$ cat src/rtl/rtcal_pkg.sv
package rtcal_pkg;

   typedef struct packed {
      logic [11:0] year;
      logic [3:0]  month;
      logic [4:0]  day;
   } date_t;

   typedef struct packed {
      logic [2:0] dow;
      logic [4:0] hour;
      logic [5:0] min;
      logic [5:0] sec;
   } time_t;

   localparam int A_DIV       = 0;
   localparam int A_CTRL      = 1;
   localparam int A_SET_DATE  = 2;
   localparam int A_SET_TIME  = 3;
   localparam int A_NOW_DATE  = 4;
   localparam int A_NOW_TIME  = 5;
   localparam int A_ALM_CFG   = 6;
   localparam int A_ALM_DATE  = 7;
   localparam int A_ALM_TIME  = 8;
   localparam int A_IRQ_RAW   = 9;
   localparam int A_IRQ_EN    = 10;
   localparam int A_IRQ_FORCE = 11;
   localparam int A_IRQ_STAT  = 12;

   localparam int NUM_FIELDS = 7;

   function automatic logic [31:0] pack_date(input date_t d);
      logic [31:0] w;
      w = '0;
      w[23:12] = d.year;
      w[11:8]  = d.month;
      w[4:0]   = d.day;
      return w;
   endfunction

   function automatic date_t unpack_date(input logic [31:0] w);
      date_t d;
      d.year  = w[23:12];
      d.month = w[11:8];
      d.day   = w[4:0];
      return d;
   endfunction

   function automatic logic [31:0] pack_time(input time_t t);
      logic [31:0] w;
      w = '0;
      w[26:24] = t.dow;
      w[20:16] = t.hour;
      w[13:8]  = t.min;
      w[5:0]   = t.sec;
      return w;
   endfunction

   function automatic time_t unpack_time(input logic [31:0] w);
      time_t t;
      t.dow  = w[26:24];
      t.hour = w[20:16];
      t.min  = w[13:8];
      t.sec  = w[5:0];
      return t;
   endfunction

   function automatic logic leap_year(input logic [11:0] y, input logic no_leap);
      int unsigned v;
      v = int'(y);
      return !no_leap && ((v % 4) == 0) && (((v % 100) != 0) || ((v % 400) == 0));
   endfunction

   function automatic logic [4:0] month_len(input logic [3:0] m, input logic leap);
      case (m)
         4'd4, 4'd6, 4'd9, 4'd11: return 5'd30;
         4'd2:                    return leap ? 5'd29 : 5'd28;
         default:                 return 5'd31;
      endcase
   endfunction

endpackage

$ cat src/rtl/rtcal_divider.sv
module rtcal_divider #(
   parameter int DIV_W = 16
) (
   input  logic             clk,
   input  logic             rst_n,
   input  logic             run,
   input  logic             clear,
   input  logic [DIV_W-1:0] limit,
   output logic             tick
);
   logic [DIV_W-1:0] cnt;
   logic             at_end;

   assign at_end = (cnt >= limit);
   assign tick   = run && !clear && at_end;

   always_ff @(posedge clk or negedge rst_n) begin
      if (!rst_n)                   cnt <= '0;
      else if (!run || clear)       cnt <= '0;
      else if (at_end)              cnt <= '0;
      else                          cnt <= cnt + 1'b1;
   end
endmodule

$ cat src/rtl/rtcal_calendar.sv
module rtcal_calendar
   import rtcal_pkg::*;
(
   input  logic  clk,
   input  logic  rst_n,
   input  logic  tick,
   input  logic  load,
   input  logic  no_leap,
   input  date_t set_date,
   input  time_t set_time,
   output date_t now_date,
   output time_t now_time
);
   logic       sec_wrap, min_wrap, hour_wrap, day_wrap, mon_wrap;
   logic       min_adv, hour_adv, day_adv;
   logic [4:0] cur_len;

   assign cur_len   = month_len(now_date.month, leap_year(now_date.year, no_leap));
   assign sec_wrap  = (now_time.sec  >= 6'd59);
   assign min_wrap  = (now_time.min  >= 6'd59);
   assign hour_wrap = (now_time.hour >= 5'd23);
   assign day_wrap  = (now_date.day  >= cur_len);
   assign mon_wrap  = (now_date.month >= 4'd12);
   assign min_adv   = sec_wrap;
   assign hour_adv  = min_adv && min_wrap;
   assign day_adv   = hour_adv && hour_wrap;

   always_ff @(posedge clk or negedge rst_n) begin
      if (!rst_n) begin
         now_date <= '0;
         now_time <= '0;
      end else if (load) begin
         now_date <= set_date;
         now_time <= set_time;
      end else if (tick) begin
         now_time.sec <= sec_wrap ? 6'd0 : now_time.sec + 6'd1;
         if (min_adv)
            now_time.min <= min_wrap ? 6'd0 : now_time.min + 6'd1;
         if (hour_adv)
            now_time.hour <= hour_wrap ? 5'd0 : now_time.hour + 5'd1;
         if (day_adv) begin
            now_time.dow <= (now_time.dow >= 3'd7) ? 3'd1 : now_time.dow + 3'd1;
            now_date.day <= day_wrap ? 5'd1 : now_date.day + 5'd1;
            if (day_wrap)
               now_date.month <= mon_wrap ? 4'd1 : now_date.month + 4'd1;
            if (day_wrap && mon_wrap)
               now_date.year <= now_date.year + 12'd1;
         end
      end
   end
endmodule

$ cat src/rtl/rtcal_alarm.sv
module rtcal_alarm
   import rtcal_pkg::*;
(
   input  logic                  armed,
   input  logic [NUM_FIELDS-1:0] field_en,
   input  date_t                 now_date,
   input  time_t                 now_time,
   input  date_t                 tgt_date,
   input  time_t                 tgt_time,
   output logic                  hit
);
   logic [NUM_FIELDS-1:0] eq;

   always_comb begin
      eq[0] = (now_time.sec   == tgt_time.sec);
      eq[1] = (now_time.min   == tgt_time.min);
      eq[2] = (now_time.hour  == tgt_time.hour);
      eq[3] = (now_time.dow   == tgt_time.dow);
      eq[4] = (now_date.day   == tgt_date.day);
      eq[5] = (now_date.month == tgt_date.month);
      eq[6] = (now_date.year  == tgt_date.year);
   end

   assign hit = armed && (&(eq | ~field_en));
endmodule

$ cat src/rtl/rtcal_top.sv
module rtcal_top
   import rtcal_pkg::*;
#(
   parameter int DIV_W   = 16,
   parameter int ADDR_W  = 4,
   parameter int DATA_W  = 32,
   parameter bit RAW_REG = 1'b1
) (
   input  logic              clk,
   input  logic              rst_n,
   input  logic              reg_wr,
   input  logic [ADDR_W-1:0] reg_addr,
   input  logic [DATA_W-1:0] reg_wdata,
   output logic [DATA_W-1:0] reg_rdata,
   output logic              irq
);
   localparam int CFG_EN_LSB = 2;
   localparam int CFG_EN_MSB = CFG_EN_LSB + NUM_FIELDS - 1;

   if (DATA_W != 32) begin : g_bad_data
      $error("rtcal_top: DATA_W must be 32");
   end
   if (ADDR_W < 4) begin : g_bad_addr
      $error("rtcal_top: ADDR_W must be at least 4");
   end
   if (DIV_W < 1 || DIV_W > 31) begin : g_bad_div
      $error("rtcal_top: DIV_W out of range 1..31");
   end

   logic [DIV_W-1:0]      div_lim;
   logic                  run_en, running, no_leap;
   logic                  match_en, armed;
   logic [NUM_FIELDS-1:0] field_en;
   date_t                 set_date, now_date, alm_date;
   time_t                 set_time, now_time, alm_time;
   logic                  irq_en, irq_force, irq_raw;
   logic                  tick, cal_load, hit;
   logic [31:0]           wd;

   assign wd = reg_wdata[31:0];

   function automatic logic wr_at(input logic we, input logic [ADDR_W-1:0] a, input int target);
      return we && (a == ADDR_W'(target));
   endfunction

   assign cal_load = wr_at(reg_wr, reg_addr, A_CTRL) && wd[2];

   always_ff @(posedge clk or negedge rst_n) begin
      if (!rst_n) begin
         div_lim   <= '0;
         run_en    <= 1'b0;
         running   <= 1'b0;
         no_leap   <= 1'b0;
         match_en  <= 1'b0;
         armed     <= 1'b0;
         field_en  <= '0;
         set_date  <= '0;
         set_time  <= '0;
         alm_date  <= '0;
         alm_time  <= '0;
         irq_en    <= 1'b0;
         irq_force <= 1'b0;
      end else begin
         running <= run_en;
         armed   <= match_en;
         if (wr_at(reg_wr, reg_addr, A_DIV))      div_lim <= wd[DIV_W-1:0];
         if (wr_at(reg_wr, reg_addr, A_CTRL)) begin
            run_en  <= wd[0];
            no_leap <= wd[3];
         end
         if (wr_at(reg_wr, reg_addr, A_SET_DATE)) set_date <= unpack_date(wd);
         if (wr_at(reg_wr, reg_addr, A_SET_TIME)) set_time <= unpack_time(wd);
         if (wr_at(reg_wr, reg_addr, A_ALM_CFG)) begin
            match_en <= wd[0];
            field_en <= wd[CFG_EN_MSB:CFG_EN_LSB];
         end
         if (wr_at(reg_wr, reg_addr, A_ALM_DATE))  alm_date  <= unpack_date(wd);
         if (wr_at(reg_wr, reg_addr, A_ALM_TIME))  alm_time  <= unpack_time(wd);
         if (wr_at(reg_wr, reg_addr, A_IRQ_EN))    irq_en    <= wd[0];
         if (wr_at(reg_wr, reg_addr, A_IRQ_FORCE)) irq_force <= wd[0];
      end
   end

   rtcal_divider #(.DIV_W(DIV_W)) u_div (
      .clk   (clk),
      .rst_n (rst_n),
      .run   (running),
      .clear (cal_load),
      .limit (div_lim),
      .tick  (tick)
   );

   rtcal_calendar u_cal (
      .clk      (clk),
      .rst_n    (rst_n),
      .tick     (tick),
      .load     (cal_load),
      .no_leap  (no_leap),
      .set_date (set_date),
      .set_time (set_time),
      .now_date (now_date),
      .now_time (now_time)
   );

   rtcal_alarm u_alm (
      .armed    (armed),
      .field_en (field_en),
      .now_date (now_date),
      .now_time (now_time),
      .tgt_date (alm_date),
      .tgt_time (alm_time),
      .hit      (hit)
   );

   if (RAW_REG) begin : g_raw_reg
      logic raw_q;
      always_ff @(posedge clk or negedge rst_n) begin
         if (!rst_n) raw_q <= 1'b0;
         else        raw_q <= hit;
      end
      assign irq_raw = raw_q;
   end else begin : g_raw_comb
      assign irq_raw = hit;
   end

   assign irq = (irq_raw && irq_en) || irq_force;

   always_comb begin
      logic [31:0] r;
      r = '0;
      case (int'(reg_addr))
         A_DIV:       r[DIV_W-1:0] = div_lim;
         A_CTRL:      begin r[0] = run_en; r[1] = running; r[3] = no_leap; end
         A_SET_DATE:  r = pack_date(set_date);
         A_SET_TIME:  r = pack_time(set_time);
         A_NOW_DATE:  r = pack_date(now_date);
         A_NOW_TIME:  r = pack_time(now_time);
         A_ALM_CFG:   begin r[0] = match_en; r[1] = armed; r[CFG_EN_MSB:CFG_EN_LSB] = field_en; end
         A_ALM_DATE:  r = pack_date(alm_date);
         A_ALM_TIME:  r = pack_time(alm_time);
         A_IRQ_RAW:   r[0] = irq_raw;
         A_IRQ_EN:    r[0] = irq_en;
         A_IRQ_FORCE: r[0] = irq_force;
         A_IRQ_STAT:  r[0] = irq;
         default:     r = '0;
      endcase
      reg_rdata = DATA_W'(r);
   end
endmodule


$ cat config.mk
export PLATFORM = sky130hd
export DESIGN_NAME = rtcal_top
export DESIGN_NICKNAME = d
export VERILOG_FILES = /design/src/rtl/rtcal_pkg.sv /design/src/rtl/rtcal_divider.sv /design/src/rtl/rtcal_calendar.sv /design/src/rtl/rtcal_alarm.sv /design/src/rtl/rtcal_top.sv
export SDC_FILE = /design/constraint.sdc
export NUM_CORES = 1
export LEC_CHECK = 0
export CORE_MARGIN = 3
export CORE_UTILIZATION = 50
export DETAILED_ROUTE_END_ITERATION = 16
export PLACE_DENSITY = 0.69
export REMOVE_ABC_BUFFERS = 1
export SYNTH_ARGS = -nofsm -noshare
export SYNTH_HDL_FRONTEND = slang
export SYNTH_HIERARCHICAL = 1
export SYNTH_SLANG_ARGS = --single-unit
$ cat constraint.sdc
create_clock -name clk -period 8.5 [get_ports clk]
set_input_delay 2.125 -clock clk [delete_from_list [all_inputs] [get_ports clk]]
set_output_delay 2.125 -clock clk [all_outputs]
set_load 0.01 [all_outputs]
==> impl_metrics.csv <==
group,metric,value,unit
timing,finClkSkew,0.01388,ns
critical_path,path_buf_inv,0,
critical_path,critPathKind,"flip-flop to flip-flop",
placed_design,gp_congestion,0.8857,
yosys,syn_area_per_cell,9.929,sq um
yosys,synth_top_area_cell,"dfrtp_1",
grt,track_usage,24.79,%
cts,insertion_delay,0.43,ns
floorplan,initial_core_util,51.87,%
job,max-cap-violations,0,
critical_path,crit_path_start,"u_cal/now_date[16]",
layout,drive_gt1_share,17.51,%
power,pwr-share-seq,46.6,%
timing,setup_violations,0,
route,drtPass1Iterations,6,
yosys,ys_warn_count,6,
route,wl_per_cell,20.96,um
critical_path,path_delay_family,"compound AO/OA/AOI/OAI gates",
power,intPower,1662,uW
cts,cts_resized,0,
critical_path,endpoint_kind,"flip-flop",
grt,grt_pass1_vias,8571,
cts,holdBufCountCts,0,
cts,cts_buffer_depth,2,
yosys,yosys.area.top_type_share,39.64,%
cts,clk_pin_slew_worst_paths,0.07,ns
layout,layout.nets,1183,
yosys,synthesis.area,10730,sq um
critical_path,startpoint_type,"flip-flop",
placed_design,io_buffer_count,61,
floorplan,fp.dieW,152.5,um
power,clkPwrFrac,36.3,%
timing,finalSetupTns,0,ns
grt,grt_pass1_wl,47.06,mm
critical_path,cp.arrival,7.71,ns
yosys,synth_area_leaders,"dfrtp_1, mux2_2, ha_1",
timing,tightestPinTransition,1.271,ns
power,netSwitchingPower,665.9,uW
critical_path,path_max_fanout,18,
floorplan,die_area,23260,sq um
critical_path,rr_startpoint,"u_cal/now_date[16]",
cts,cts_root_buf,"clkbuf_16",
timing,finalHoldViolations,0,
yosys,synth-edff-count,0,
timing,fin_crit,7.409,ns
floorplan,core-area,20690,sq um
route,vias,9061,
route,via_per_inst,6.495,
timing,slew-limit-headroom,15.09,%
status,status,"finished, final reports clean",
floorplan,die_y,152.5,um
cts,post_cts_buffers,0,
route,drcViolationCount,0,
critical_path,crit_chain,"nor2_1 > a21boi_0 > ha_1 > nor2b_1 > a2bb2oi_1 > nor2_1 > mux2i_1 > a21oi_2 > or3_1 > a2111o_1 > a2111o_1 > a32oi_1 > a31oi_1 > o41ai_2 > o21ai_1 > ha_1 > nand2b_1 > a21oi_1 > o21ai_0 > nand2_1 > or2_2 > a211oi_1 > a21oi_1",
power,swShare,28.61,%
floorplan,num_rows,52,
grt,grt_max_degree,99,
yosys,ys_seq_elements,170,
timing,drv_slew,0,
critical_path,critPathSlowestCell,"dfrtp_1",
cts,clock-sinks,170,
placed_design,dp_hpwl,20.11,mm
grt,grt_antenna_before_repair,0,
power,p_leak,0.005157,uW
yosys,async_reset_ff_share,100.0,%
critical_path,slowest_delay,0.72,ns
yosys,ys.flop_type,"dfrtp_1",
floorplan,ios,72,
yosys,ys_types,89,
timing,rsz0062_at_grt,"no",
grt,gr-total-overflow,0,
power,combPwrFrac,17.2,%
power,powerDensity,191.7,nW/um^2
worst_hold_path,hold_class,"flip-flop to flip-flop",
critical_path,crit_required,8.80,ns
layout,final_cell_mix,"dfrtp_1, mux2_2, nand2_1, o21ai_0, clkdlybuf4s50_1",
power,power.total,2328,uW
worst_hold_path,min_from,"run_en",
route,antenna_left,0,
route,wl,29.24,mm
power,irDropWorstVdd,0.0001520,V
route,drt_iter0_markers,1044,
yosys,synth_cells,1081,
layout,diodes,0,
layout,area_growth,13.10,%
cts,cts_made_buffers,17,
layout,final_common_cell,"dfrtp_1",
timing,fmax,135.0,MHz
layout,fin_util,58.67,%
yosys,synth.yosys.seq_area_share,39.64,%
timing,fin_crit_sh,87.16,%
cts,cts_tree,"done",
cts,htreeDepth,4,
[logic make-up after synthesis]
group	Yosys count	share of synthesized area, %
adder cells (fa/ha/maj)	33	3.824
AO/OA/AOI/OAI	292	18.92
multiplexers	120	13.20
XOR/XNOR	59	4.815
other	1	0.03494
AND/OR/NAND/NOR	296	14.81
flip-flops	170	39.64
buffers and inverters	110	4.768
[sequential cells by signal (all words and copies together) (netlist names)]
name,count
g_raw_reg.raw_q,1
u_cal/now_time,20
alm_time,20
irq_force,1
field_en,7
no_leap,1
u_cal/now_date,21
alm_date,21
match_en,1
set_time,20
set_date,21
running,1
div_lim,16
armed,1
u_div/cnt,16
run_en,1
irq_en,1
[stage by stage]
step           hold slack [ns]  area (sq um)  std cells  setup WS (ns)
2_1_floorplan           0.3693         10380       1014          1.934
3_3_place_gp            0.3896         11510       1363          1.324
3_5_place_dp            0.3872         11510       1363          1.320
4_1_cts                 0.4132         12140       1395          1.291
5_1_grt                 0.4399         12140       1395         0.5039
6_report                0.4079         12140       1395          1.091
[area by class of cell]
type                            instances  area [sq um]
Clock inverter                         15         206.4
Timing Repair Buffer                   79         747.0
Multi-Input combinational cell        805          6022
Sequential cell                       170          4254
Tap cell                              270         337.8
Fill cell                            1798          8551
Clock buffer                           17         425.4
Inverter                               39         146.4
[Yosys cell counts (5+ instances only)]
| master | instances |
|---|---|
| a211oi_1 | 9 |
| a21oi_1 | 45 |
| a221o_1 | 5 |
| a222oi_1 | 14 |
| a22o_1 | 5 |
| a22oi_1 | 50 |
| a31oi_1 | 12 |
| and3_1 | 15 |
| buf_1 | 6 |
| buf_2 | 25 |
| buf_4 | 10 |
| clkbuf_1 | 26 |
| dfrtp_1 | 170 |
| ha_1 | 32 |
| inv_1 | 38 |
| mux2_2 | 92 |
| mux2_4 | 20 |
| mux2i_1 | 8 |
| nand2_1 | 70 |
| nand2b_1 | 11 |
| nand3_1 | 49 |
| nand4_1 | 9 |
| nor2_1 | 42 |
| nor2b_1 | 9 |
| nor3_1 | 35 |
| nor3b_1 | 10 |
| nor4_1 | 11 |
| o211ai_1 | 7 |
| o21ai_0 | 69 |
| o22ai_1 | 7 |
| o31ai_1 | 11 |
| or2_2 | 6 |
| xnor2_1 | 26 |
| xor2_1 | 33 |
[power groups by stage]
stage,logic [uW],registers (uW),clock network [uW]
3_3_place_gp,388,1090,0
2_1_floorplan,264,1050,0
6_report,400,1080,844
4_1_cts,400,1080,856
5_1_grt,437,1100,891
3_5_place_dp,396,1090,0
[per-layer routing]
layer / part of all wire (%) / wire [um] / vias up / global-route usage, %
li1: - / - / 4125 / -
met1: 45 / 13080 / 4560 / 35.18
met2: 47 / 13830 / 339 / 39.99
met3: 6.4 / 1877 / 37 / 3.607
met4: 1.5 / 443 / 0 / 6.831
met5: 0 / 0 / - / 0
[final timing paths]
check / endpoint / slack, ns / cells past startpoint
min reg2reg: running / 0.41 / 0
min: running / 0.41 / 0
max: u_cal/now_date[9] / 1.09 / 23
max in group asynchronous: u_cal/now_time[14] / 5.29 / 2
min in group asynchronous: u_div/cnt[14] / 1.77 / 1
max reg2reg: u_cal/now_date[9] / 1.09 / 23
Power figures use the tool's default switching activity.
